<file path="config.mk">
export PLATFORM = sky130hd
export DESIGN_NAME = phy_led_ctrl
export DESIGN_NICKNAME = d
export VERILOG_FILES = /design/src/rtl/led_ctrl_pkg.sv /design/src/rtl/led_cfg_regs.sv /design/src/rtl/led_blink_div.sv /design/src/rtl/led_lane.sv /design/src/rtl/phy_led_ctrl.sv
export SDC_FILE = /design/constraint.sdc
export NUM_CORES = 1
export LEC_CHECK = 0
export ABC_AREA = 1
export BUFFER_PORTS_ARGS = -buffer_cell sky130_fd_sc_hd__buf_4
export CORE_UTILIZATION = 60
export DETAILED_ROUTE_END_ITERATION = 7
export PLACE_DENSITY = 0.83
export RECOVER_POWER = 25
export SLEW_MARGIN = 5
export SYNTH_ARGS = -nofsm -noshare
export SYNTH_HDL_FRONTEND = slang
export SYNTH_SLANG_ARGS = --single-unit
</file>
<file path="constraint.sdc">
create_clock -name clk -period 2.06 [get_ports clk]
set_input_delay 0.206 -clock clk [delete_from_list [all_inputs] [get_ports clk]]
set_output_delay 0.206 -clock clk [all_outputs]
set_load 0.02 [all_outputs]
</file>
<file path="src/rtl/led_ctrl_pkg.sv">
package led_ctrl_pkg;

    localparam int REG_W    = 16;
    localparam int FIELD_W  = 8;
    localparam int NUM_LEDS = 4;
    localparam int NUM_REGS = 2 + 2 * NUM_LEDS;

    typedef enum logic [1:0] {
        SPD_10   = 2'd0,
        SPD_100  = 2'd1,
        SPD_1000 = 2'd2,
        SPD_NONE = 2'd3
    } speed_e;

    typedef struct packed {
        logic   link_up;
        speed_e speed;
        logic   pwr_down;
        logic   eee;
        logic   aneg;
        logic   selftest;
        logic   cdiag;
    } phy_state_t;

    typedef struct packed {
        logic [3:0] steady;
        logic [3:0] fast;
        logic [3:0] slow;
        logic [3:0] pmask;
    } led_cfg_t;

    typedef struct packed {
        logic [1:0] fast_rate;
        logic [1:0] slow_rate;
    } blink_cfg_t;

    function automatic logic cond_hit(logic [3:0] code, phy_state_t st);
        logic in_set;
        unique case (st.speed)
            SPD_10:   in_set = code[0];
            SPD_100:  in_set = code[1];
            SPD_1000: in_set = code[2];
            default:  in_set = 1'b0;
        endcase
        case (code)
            4'h1, 4'h2, 4'h3, 4'h4,
            4'h5, 4'h6, 4'h7: return st.link_up && in_set;
            4'h8:             return st.pwr_down;
            4'h9:             return st.eee;
            4'hA:             return st.aneg;
            4'hB:             return st.selftest;
            4'hC:             return st.cdiag;
            default:          return 1'b0;
        endcase
    endfunction

    function automatic logic [FIELD_W-1:0] reg_reset_val(int idx);
        case (idx)
            0:       return 8'hC5;
            1:       return 8'h67;
            2:       return 8'h70;
            3:       return 8'h03;
            4:       return 8'h20;
            6:       return 8'h40;
            8:       return 8'h40;
            9:       return 8'h20;
            default: return 8'h00;
        endcase
    endfunction

endpackage

</file>
<file path="src/rtl/led_cfg_regs.sv">
module led_cfg_regs
    import led_ctrl_pkg::*;
#(
    parameter int ADDR_W    = 16,
    parameter int BASE_ADDR = 'h1E0
) (
    input  logic                       clk,
    input  logic                       rst,
    input  logic                       we,
    input  logic [ADDR_W-1:0]          addr,
    input  logic [REG_W-1:0]           wdata,
    output logic [REG_W-1:0]           rdata,
    output blink_cfg_t                 blink_cfg,
    output led_cfg_t [NUM_LEDS-1:0]    led_cfg
);

    localparam int IW = $clog2(NUM_REGS);

    logic [NUM_REGS-1:0][FIELD_W-1:0] mem;
    logic [ADDR_W-1:0]                offset;
    logic [IW-1:0]                    idx;
    logic                             hit;
    logic                             unused_wdata_hi;

    assign offset          = addr - ADDR_W'(BASE_ADDR);
    assign hit             = (addr >= ADDR_W'(BASE_ADDR)) && (offset < ADDR_W'(NUM_REGS));
    assign idx             = offset[IW-1:0];
    assign unused_wdata_hi = ^wdata[REG_W-1:FIELD_W];

    for (genvar g = 0; g < NUM_REGS; g++) begin : g_reg
        always_ff @(posedge clk) begin
            if (rst)
                mem[g] <= reg_reset_val(g);
            else if (we && hit && idx == IW'(g))
                mem[g] <= wdata[FIELD_W-1:0];
        end
    end

    always_comb begin
        rdata = '0;
        if (hit)
            rdata[FIELD_W-1:0] = mem[idx];
    end

    assign blink_cfg.fast_rate = mem[0][7:6];
    assign blink_cfg.slow_rate = mem[0][5:4];

    for (genvar l = 0; l < NUM_LEDS; l++) begin : g_map
        assign led_cfg[l].steady = mem[2 + 2*l][7:4];
        assign led_cfg[l].fast   = mem[2 + 2*l][3:0];
        assign led_cfg[l].slow   = mem[3 + 2*l][7:4];
        assign led_cfg[l].pmask  = mem[3 + 2*l][3:0];
    end

    AST_HOLD_WITHOUT_WE: assert property (@(posedge clk) disable iff (rst)
        !we |=> $stable(mem));
    AST_RSVD_READS_ZERO: assert property (@(posedge clk) disable iff (rst)
        rdata[REG_W-1:FIELD_W] == '0);

endmodule

</file>
<file path="src/rtl/led_blink_div.sv">
module led_blink_div #(
    parameter int HALF_MAX = 250
) (
    input  logic       clk,
    input  logic       rst,
    input  logic       tick,
    input  logic [1:0] rate,
    output logic       wave
);

    localparam int CW = $clog2(HALF_MAX);

    logic [CW-1:0] cnt;
    logic [CW-1:0] half_m1;

    assign half_m1 = CW'((HALF_MAX >> rate) - 1);

    always_ff @(posedge clk) begin
        if (rst) begin
            cnt  <= '0;
            wave <= 1'b0;
        end else if (tick) begin
            if (cnt >= half_m1) begin
                cnt  <= '0;
                wave <= ~wave;
            end else begin
                cnt <= cnt + 1'b1;
            end
        end
    end

    AST_DIV_BOUND: assert property (@(posedge clk) disable iff (rst)
        cnt < CW'(HALF_MAX));
    AST_WAVE_ON_TICK: assert property (@(posedge clk) disable iff (rst)
        !tick |=> $stable(wave));

endmodule

</file>
<file path="src/rtl/led_lane.sv">
module led_lane
    import led_ctrl_pkg::*;
#(
    parameter int STRETCH_TICKS = 30
) (
    input  logic       clk,
    input  logic       rst,
    input  logic       tick,
    input  led_cfg_t   cfg,
    input  phy_state_t st,
    input  logic       tx_evt,
    input  logic       rx_evt,
    input  logic       col_evt,
    input  logic       fast_wave,
    input  logic       slow_wave,
    output logic       led
);

    localparam int SW = $clog2(STRETCH_TICKS + 1);

    logic [SW-1:0] hold_cnt;
    logic          evt;
    logic          pulsing;
    logic          steady_hit, fast_hit, slow_hit;
    logic          led_next;
    logic          unused_rsvd_mask;

    assign unused_rsvd_mask = cfg.pmask[3];
    assign evt      = |(cfg.pmask[2:0] & {col_evt, rx_evt, tx_evt});
    assign pulsing  = (hold_cnt != '0);

    assign steady_hit = cond_hit(cfg.steady, st);
    assign fast_hit   = cond_hit(cfg.fast, st);
    assign slow_hit   = cond_hit(cfg.slow, st);

    always_comb begin
        if (pulsing)       led_next = 1'b0;
        else if (fast_hit) led_next = fast_wave;
        else if (slow_hit) led_next = slow_wave;
        else               led_next = steady_hit;
    end

    always_ff @(posedge clk) begin
        if (rst) begin
            hold_cnt <= '0;
            led      <= 1'b0;
        end else begin
            if (evt)
                hold_cnt <= SW'(STRETCH_TICKS);
            else if (tick && pulsing)
                hold_cnt <= hold_cnt - 1'b1;
            led <= led_next;
        end
    end

    AST_PULSE_DARK: assert property (@(posedge clk) disable iff (rst)
        pulsing |=> !led);
    AST_PULSE_RELOAD: assert property (@(posedge clk) disable iff (rst)
        evt |=> hold_cnt == SW'(STRETCH_TICKS));
    AST_STRETCH_MAX: assert property (@(posedge clk) disable iff (rst)
        hold_cnt <= SW'(STRETCH_TICKS));
    AST_STEADY_SHOWS: assert property (@(posedge clk) disable iff (rst)
        (!pulsing && !fast_hit && !slow_hit && steady_hit) |=> led);

endmodule

</file>
<file path="src/rtl/phy_led_ctrl.sv">
module phy_led_ctrl
    import led_ctrl_pkg::*;
#(
    parameter int TICK_HZ    = 1000,
    parameter int STRETCH_MS = 30,
    parameter int ADDR_W     = 16,
    parameter int BASE_ADDR  = 'h1E0
) (
    input  logic                clk,
    input  logic                rst,
    input  logic                tick_1k,
    input  logic                cfg_we,
    input  logic [ADDR_W-1:0]   cfg_addr,
    input  logic [REG_W-1:0]    cfg_wdata,
    output logic [REG_W-1:0]    cfg_rdata,
    input  logic                link_up,
    input  logic [1:0]          link_speed,
    input  logic                pwr_down,
    input  logic                eee_active,
    input  logic                aneg_busy,
    input  logic                selftest_busy,
    input  logic                cdiag_busy,
    input  logic                tx_act,
    input  logic                rx_act,
    input  logic                col_det,
    output logic [NUM_LEDS-1:0] led_o
);

    localparam int STRETCH_TICKS = STRETCH_MS * TICK_HZ / 1000;
    localparam int HALF_MAX      = TICK_HZ / 4;

    blink_cfg_t               blink_cfg;
    led_cfg_t [NUM_LEDS-1:0]  led_cfg;
    phy_state_t               st;
    logic [1:0]               waves;
    logic [1:0][1:0]          rates;

    assign st.link_up  = link_up;
    assign st.speed    = speed_e'(link_speed);
    assign st.pwr_down = pwr_down;
    assign st.eee      = eee_active;
    assign st.aneg     = aneg_busy;
    assign st.selftest = selftest_busy;
    assign st.cdiag    = cdiag_busy;

    led_cfg_regs #(
        .ADDR_W    (ADDR_W),
        .BASE_ADDR (BASE_ADDR)
    ) u_regs (
        .clk       (clk),
        .rst       (rst),
        .we        (cfg_we),
        .addr      (cfg_addr),
        .wdata     (cfg_wdata),
        .rdata     (cfg_rdata),
        .blink_cfg (blink_cfg),
        .led_cfg   (led_cfg)
    );

    assign rates[0] = blink_cfg.fast_rate;
    assign rates[1] = blink_cfg.slow_rate;

    for (genvar g = 0; g < 2; g++) begin : g_blink
        led_blink_div #(
            .HALF_MAX (HALF_MAX)
        ) u_div (
            .clk  (clk),
            .rst  (rst),
            .tick (tick_1k),
            .rate (rates[g]),
            .wave (waves[g])
        );
    end

    for (genvar l = 0; l < NUM_LEDS; l++) begin : g_lane
        led_lane #(
            .STRETCH_TICKS (STRETCH_TICKS)
        ) u_lane (
            .clk       (clk),
            .rst       (rst),
            .tick      (tick_1k),
            .cfg       (led_cfg[l]),
            .st        (st),
            .tx_evt    (tx_act),
            .rx_evt    (rx_act),
            .col_evt   (col_det),
            .fast_wave (waves[0]),
            .slow_wave (waves[1]),
            .led       (led_o[l])
        );
    end

endmodule

</file>
==> impl_metrics.env, run 1 <==
export IMPL_status="finished clean"
export IMPL_min_to="u_regs.led_cfg[51]"
export IMPL_grt_usage_pct=38.1
export IMPL_setup_ws_ps=13.7
export IMPL_endpoint_kind="output pin"
export IMPL_hold_violations=0
export IMPL_powerDensity_nw_per_um2=745
export IMPL_initial_core_util_pct=62.4
export IMPL_root_buffer="clkbuf_16"
export IMPL_worstPathRequired_ps=1850
export IMPL_coreArea_um2=12200
export IMPL_critPathArrivalTime_ps=1840
export IMPL_ff2ff_path_depth=11
export IMPL_antenna_left=0
export IMPL_start_kind="flip-flop"
export IMPL_port_buffer_count=50
export IMPL_synth_top_area_share_pct=32.2
export IMPL_hold_path_class="in2reg"
export IMPL_die_h_um=115
export IMPL_cts_buffers=17
export IMPL_p_total_uw=6810
export IMPL_drv_slew=0
export IMPL_ys_ff_latch=122
export IMPL_clk_path_buf_depth=2
export IMPL_ios=67
export IMPL_cap_violations=0
export IMPL_dieArea_um2=13100
export IMPL_timing_fmax_mhz=489
export IMPL_r2r_end="g_blink[1].u_div.wave"
export IMPL_postCtsHoldBufs=0
export IMPL_wl_met2_um=10200
export IMPL_period_share_pct=99.3
export IMPL_fin_crit_ps=2050
export IMPL_peakVddDrop_uv=649
export IMPL_cts_htree_levels=4
export IMPL_drt_first_iter_violations=1120
export IMPL_drc_errors=0
export IMPL_wire_per_inst_um=16.7
export IMPL_holdPathStages=3
export IMPL_gp_congestion=1.00
export IMPL_cp_max_fo=4
export IMPL_ys_seq_area_share_pct=32.2
export IMPL_r2r_start="u_regs.blink_cfg[0]"
export IMPL_grt_pass1_vias=7501
export IMPL_dr_pass1_iters=6
export IMPL_synth_edff_count=0
export IMPL_areaGrowthSynthToFinish_pct=20.3
export IMPL_clock_skew_final_ps=7.86
export IMPL_die_x_um=115
export IMPL_tritoncts="built"
export IMPL_r2r_slack_ps=140
export IMPL_async_flop_share_pct=0
export IMPL_drive_gt1_share_pct=15.3
export IMPL_grt_pass1_wl_um=38100
export IMPL_grt_max_degree=63
export IMPL_num_antenna_cells=0
export IMPL_final_nets=1333
export IMPL_worstMarginPinSlew_ps=626
export IMPL_timing_slew_headroom_pct=58.3
export IMPL_wl_um=24100
export IMPL_yosysTopAreaCell="dfxtp_1"
export IMPL_fp_row_count=40
export IMPL_hp_start="cfg_wdata[3]"
export IMPL_synth_commonest_cells="241 x nand2_1, 207 x nor2_1, 138 x nand3_1, 129 x inv_1, 122 x dfxtp_1"
export IMPL_grt_overflow=0
export IMPL_dp_hpwl_um=17300
export IMPL_num_fill_cells=1012
export IMPL_fin_util_pct=75.1
export IMPL_worstSetupPathType="reg2out"
export IMPL_ys_top_cells_by_area="dfxtp_1 32%, nand2_1 12%, nor2_1 10%, nand3_1 9.1%, inv_1 6.4%"
export IMPL_clkTransAtPathRegs_ps=60
export IMPL_synth_warnings=0
export IMPL_dp_cells=1413
export IMPL_antenna_found_initial=0
export IMPL_met1Wirelength_um=9970
export IMPL_p_leak_uw=0.00413
export IMPL_final_cells=1446
export IMPL_setup_tns_ps=0
export IMPL_synth_cells=1178
export IMPL_wl_met3_um=2850
export IMPL_clk_latency_ps=430
export IMPL_avgSynthCellArea_um2=6.45
export IMPL_ys_flop_type="dfxtp_1"
export IMPL_syn_cell_area_um2=7590
export IMPL_routed_via_density=5.81
export IMPL_synth_most_common_cell="nand2_1"
export IMPL_vias=8406
export IMPL_setup_viol=0
export IMPL_routed_top_layer="met4"
export IMPL_dpl_worst_slack_ps=-192
export IMPL_synth_distinct_cells=52
export IMPL_cts_sinks=122
## cells by family (layout without fill, tap and decap cells)
logic type | Yosys count | count (layout) | share of synthesized area (%)
other | 1 | 10 | 0.0494
buffers and inverters | 184 | 275 | 10.1
and+or+nand+nor | 648 | 648 | 38.1
AOI/OAI and AO/OA | 191 | 191 | 14.9
adders and majority gates | 21 | 21 | 3.46
DFF | 122 | 122 | 32.2
xor gates and xnor gates | 11 | 11 | 1.27
## cell usage in the layout, fill, tap and decap left out, types with 17 or more instances in the layout
| cell | count |
|---|---|
| dfxtp_1 | 115 |
| o21ai_0 | 57 |
| buf_4 | 98 |
| nand3_1 | 137 |
| nand2_1 | 237 |
| inv_1 | 127 |
| nor2_1 | 204 |
| o22ai_1 | 19 |
| ha_1 | 20 |
| clkbuf_16 | 17 |
| a21oi_1 | 50 |
## cell type report
cell class,count,area (um2),share of cell area [%]
flip-flops and latches,122,2450,26.8
clock inverters,14,148,1.62
inverters,134,507,5.54
clock buffers,18,439,4.81
repair buffers,109,873,9.56
well taps,168,210,2.30
multi-input cells,881,4510,49.4
## timing repair
item | 4_1_cts | 5_1_grt
buffers inserted | 0 | 1
setup endpoints to repair | 8 | 24
gates resized for setup | 12 | 18
endpoints found under the hold margin | 0 | 0
pin swaps | 5 | 4
## registers in the layout, indices dropped and copies added (netlist names)
| signal | cells |
|---|---|
| g_blink.u_div.wave | 2 |
| g_lane.u_lane.hold_cnt | 20 |
| g_lane.u_lane.led | 4 |
| g_blink.u_div.cnt | 16 |
| u_regs.mem | 12 |
| u_regs.blink_cfg | 4 |
| u_regs.led_cfg | 64 |
## through the flow
step | hold WS (ps) | area (um2)
2_1_floorplan | 336 | 7630
3_3_place_gp | 447 | 8450
3_5_place_dp | 453 | 8450
4_1_cts | 56.9 | 9090
5_1_grt | 69.6 | 9140
6_report | 55.4 | 9140
## critical path, cell delays in order, from the launching register on
cell       delay (ps)
dfxtp_2           370
inv_1             100
nand2_1            80
o2111ai_1         190
nand2_1           110
a21oi_1            80
a211oi_2          290
buf_4             200
## worst max-delay path by stage
stage | startpoint | endpoint | slack [ps]
after global routing | u_regs.blink_cfg[0] | g_blink[1].u_div.wave | -50
after global placement | cfg_addr[6] | cfg_rdata[5] | -170
after detailed placement | cfg_addr[6] | cfg_rdata[5] | -190
final | u_regs.led_cfg[21] | cfg_rdata[5] | 10
after CTS | cfg_addr[5] | cfg_rdata[5] | 0.1
after floorplan | cfg_addr[5] | cfg_rdata[5] | 70
## report_power, final
group          internal [uW]  switching (uW)
clock                   1810            1140
sequential              2490            76.4
combinational            445             853
total                   4740            2070
## per-layer routing
layer / global-route usage, % / up-vias
met5: 0 / -
met3: 9.42 / 91
li1: - / 4073
met1: 51.0 / 3746
met2: 56.7 / 496
met4: 19.8 / 0
Note: power is estimated with default switching activity, not from simulation.
==> run 2: changes to the inputs <==
--- a/config.mk
+++ b/config.mk
@@ -6,10 +6,10 @@
 export NUM_CORES = 1
 export LEC_CHECK = 0
 export ABC_AREA = 1
-export BUFFER_PORTS_ARGS = -buffer_cell sky130_fd_sc_hd__buf_4
 export CORE_UTILIZATION = 60
 export DETAILED_ROUTE_END_ITERATION = 7
-export PLACE_DENSITY = 0.83
+export DONT_BUFFER_PORTS = 1
+export PLACE_DENSITY = 0.79
 export RECOVER_POWER = 25
 export SLEW_MARGIN = 5
 export SYNTH_ARGS = -nofsm -noshare
==> run 2 against run 1 <==
Against the previous run: the run now ends with setup timing left; register-to-register slack improved by 40 ps; power grew 3.9%; worst hold slack got worse by 33 ps; wire length is 6.3% higher; first-iteration DRC count increased by 1.3%; critical path depth decreased by 1; highest routed layer unchanged.
==> impl_metrics.env, run 2 (synthesis results as in run 1) <==
export IMPL_grt_use_met3_pct=13.8
export IMPL_p_comb_share_pct=17.2
export IMPL_peakVddDrop_uv=952
export IMPL_period_share_pct=100
export IMPL_p_leak_uw=0.00399
export IMPL_die_x_um=115
export IMPL_fp_row_count=40
export IMPL_final_nets=1291
export IMPL_cts_sinks=122
export IMPL_setup_ws_ps=-0.967
export IMPL_critical_path_most_common_cell="buf_4"
export IMPL_worstSetupPathType="reg2out"
export IMPL_wl_um=25700
export IMPL_cts_buffers=17
export IMPL_drv_slew=0
export IMPL_p_total_uw=7080
export IMPL_drive_gt1_share_pct=11.0
export IMPL_gp_congestion=1.01
export IMPL_worstMarginPinSlew_ps=638
export IMPL_die_h_um=115
export IMPL_top_usage_layer="met2"
export IMPL_tritoncts="built"
export IMPL_clk_latency_ps=430
export IMPL_clkTransAtPathRegs_ps=60
export IMPL_largest_reg_flops=64
export IMPL_worstPathRequired_ps=1850
export IMPL_pwr_share_clk_pct=46.5
export IMPL_final_cells=1403
export IMPL_register_area_um2=2440
export IMPL_drt_first_iter_violations=1134
export IMPL_grt_max_degree=45
export IMPL_dp_cells=1362
export IMPL_ios=67
export IMPL_p_sw_uw=1970
export IMPL_endpoint_kind="output pin"
export IMPL_wire_per_inst_um=18.3
export IMPL_slowest_stage="o31ai_1"
export IMPL_hold_slack_ps=22.7
export IMPL_num_antenna_cells=0
export IMPL_start_kind="flip-flop"
export IMPL_routed_via_density=6.00
export IMPL_drc_errors=0
export IMPL_clock_skew_final_ps=7.88
export IMPL_critPathArrivalTime_ps=1850
export IMPL_cp_slowest_stage_delay_ps=380
export IMPL_cap_violations=0
export IMPL_timing_slew_headroom_pct=57.3
export IMPL_coreArea_um2=12200
export IMPL_pwr_share_seq_pct=36.3
export IMPL_dp_hpwl_um=17500
export IMPL_root_buffer="clkbuf_16"
export IMPL_rsz0062_at_grt="true"
export IMPL_initial_core_util_pct=62.4
export IMPL_powerDensity_nw_per_um2=794
export IMPL_timing_fmax_mhz=485
export IMPL_mostFrequentLayoutCells="237 x nand2_1, 204 x nor2_1, 137 x nand3_1, 127 x inv_1, 122 x dfxtp_1"
export IMPL_cp_max_fo=4
export IMPL_p_int_uw=5100
export IMPL_grt_overflow=0
export IMPL_antenna_found_initial=0
export IMPL_post_cts_buffers=0
export IMPL_hold_violations=0
export IMPL_vias=8424
export IMPL_met1_usage_pct=50.6
export IMPL_grt_usage_pct=40.5
export IMPL_setup_tns_ps=-0.967
export IMPL_port_buffer_count=0
export IMPL_dr_pass1_iters=6
export IMPL_met2_usage_pct=62.3
export IMPL_netSwitchingFraction_pct=27.9
export IMPL_final_common_cell="nand2_1"
export IMPL_status="complete, but fails checks"
export IMPL_violations="setup timing"
export IMPL_grt_pass1_vias=7706
export IMPL_fin_crit_ps=2060
export IMPL_clk_path_buf_depth=2
export IMPL_dieArea_um2=13100
export IMPL_setup_viol=1
export IMPL_hold_path_class="in2reg"
export IMPL_multi_input_area_um2=4490
export IMPL_areaGrowthSynthToFinish_pct=17.4
export IMPL_cts_htree_levels=4
export IMPL_antenna_left=0
export IMPL_grt_pass1_wl_um=40100
export IMPL_cp_cell_sequence="buf_4 > nor2_1 > o31ai_1 > a21oi_1 > a211oi_2 > buf_4"
export IMPL_num_fill_cells=1016
## run 2: area by class of cell
type                    count  area share, %
clock inverters             6           1.49
multi-input cells         881           50.4
clock buffers              25           5.78
flip-flops and latches    122           27.4
inverters                 134           5.64
repair buffers             67           6.91
well taps                 168           2.36
## run 2: per-stage QoR
stage               utilization, %  setup slack, ps  cell area (um2)
finish                        73.3           -0.967             8910
global route                  73.3            -33.6             8910
CTS                           72.7            0.389             8840
detailed placement            66.5            -64.3             8090
global placement              66.5            -67.6             8090
floorplan                        -             70.5             7630
## run 2: what timing repair did
item                                   4_1_cts  5_1_grt
gates resized for setup                      1       19
pin swaps                                    0        7
endpoints found under the hold margin       49        0
hold buffers                                10        0
setup endpoints to repair                    3       22
## run 2: final timing paths
path | endpoint | cells past startpoint | slack (ps) | startpoint
setup / recovery | cfg_rdata[5] | 6 | -1 | u_regs.blink_cfg[1]
hold / removal | g_blink[1].u_div.cnt[2] | 3 | 20 | tick_1k
setup reg to reg | g_blink[1].u_div.wave | 11 | 180 | u_regs.blink_cfg[0]
hold reg to reg | g_lane[2].u_lane.hold_cnt[0] | 2 | 460 | g_lane[2].u_lane.hold_cnt[0]
## run 2: routing by layer
layer	part of all wire (%)	vias up
li1	-	3967
met1	39	3826
met2	43	527
met3	13	104
met4	4.3	0
met5	0	-
## run 2: critical path, delay by kind of cell (launching register included)
kind	cells	cell delay, ps
buf+inv	2	320
flops	1	350
simple gates	1	50
compound gates	3	710
## run 2: power groups by stage
stage / sequential [uW] / clock (uW) / combinational (uW)
2_1_floorplan: 2590 / 0 / 879
3_3_place_gp: 2610 / 0 / 1090
3_5_place_dp: 2610 / 0 / 1130
4_1_cts: 2570 / 3280 / 1180
5_1_grt: 2580 / 3380 / 1360
6_report: 2570 / 3290 / 1210
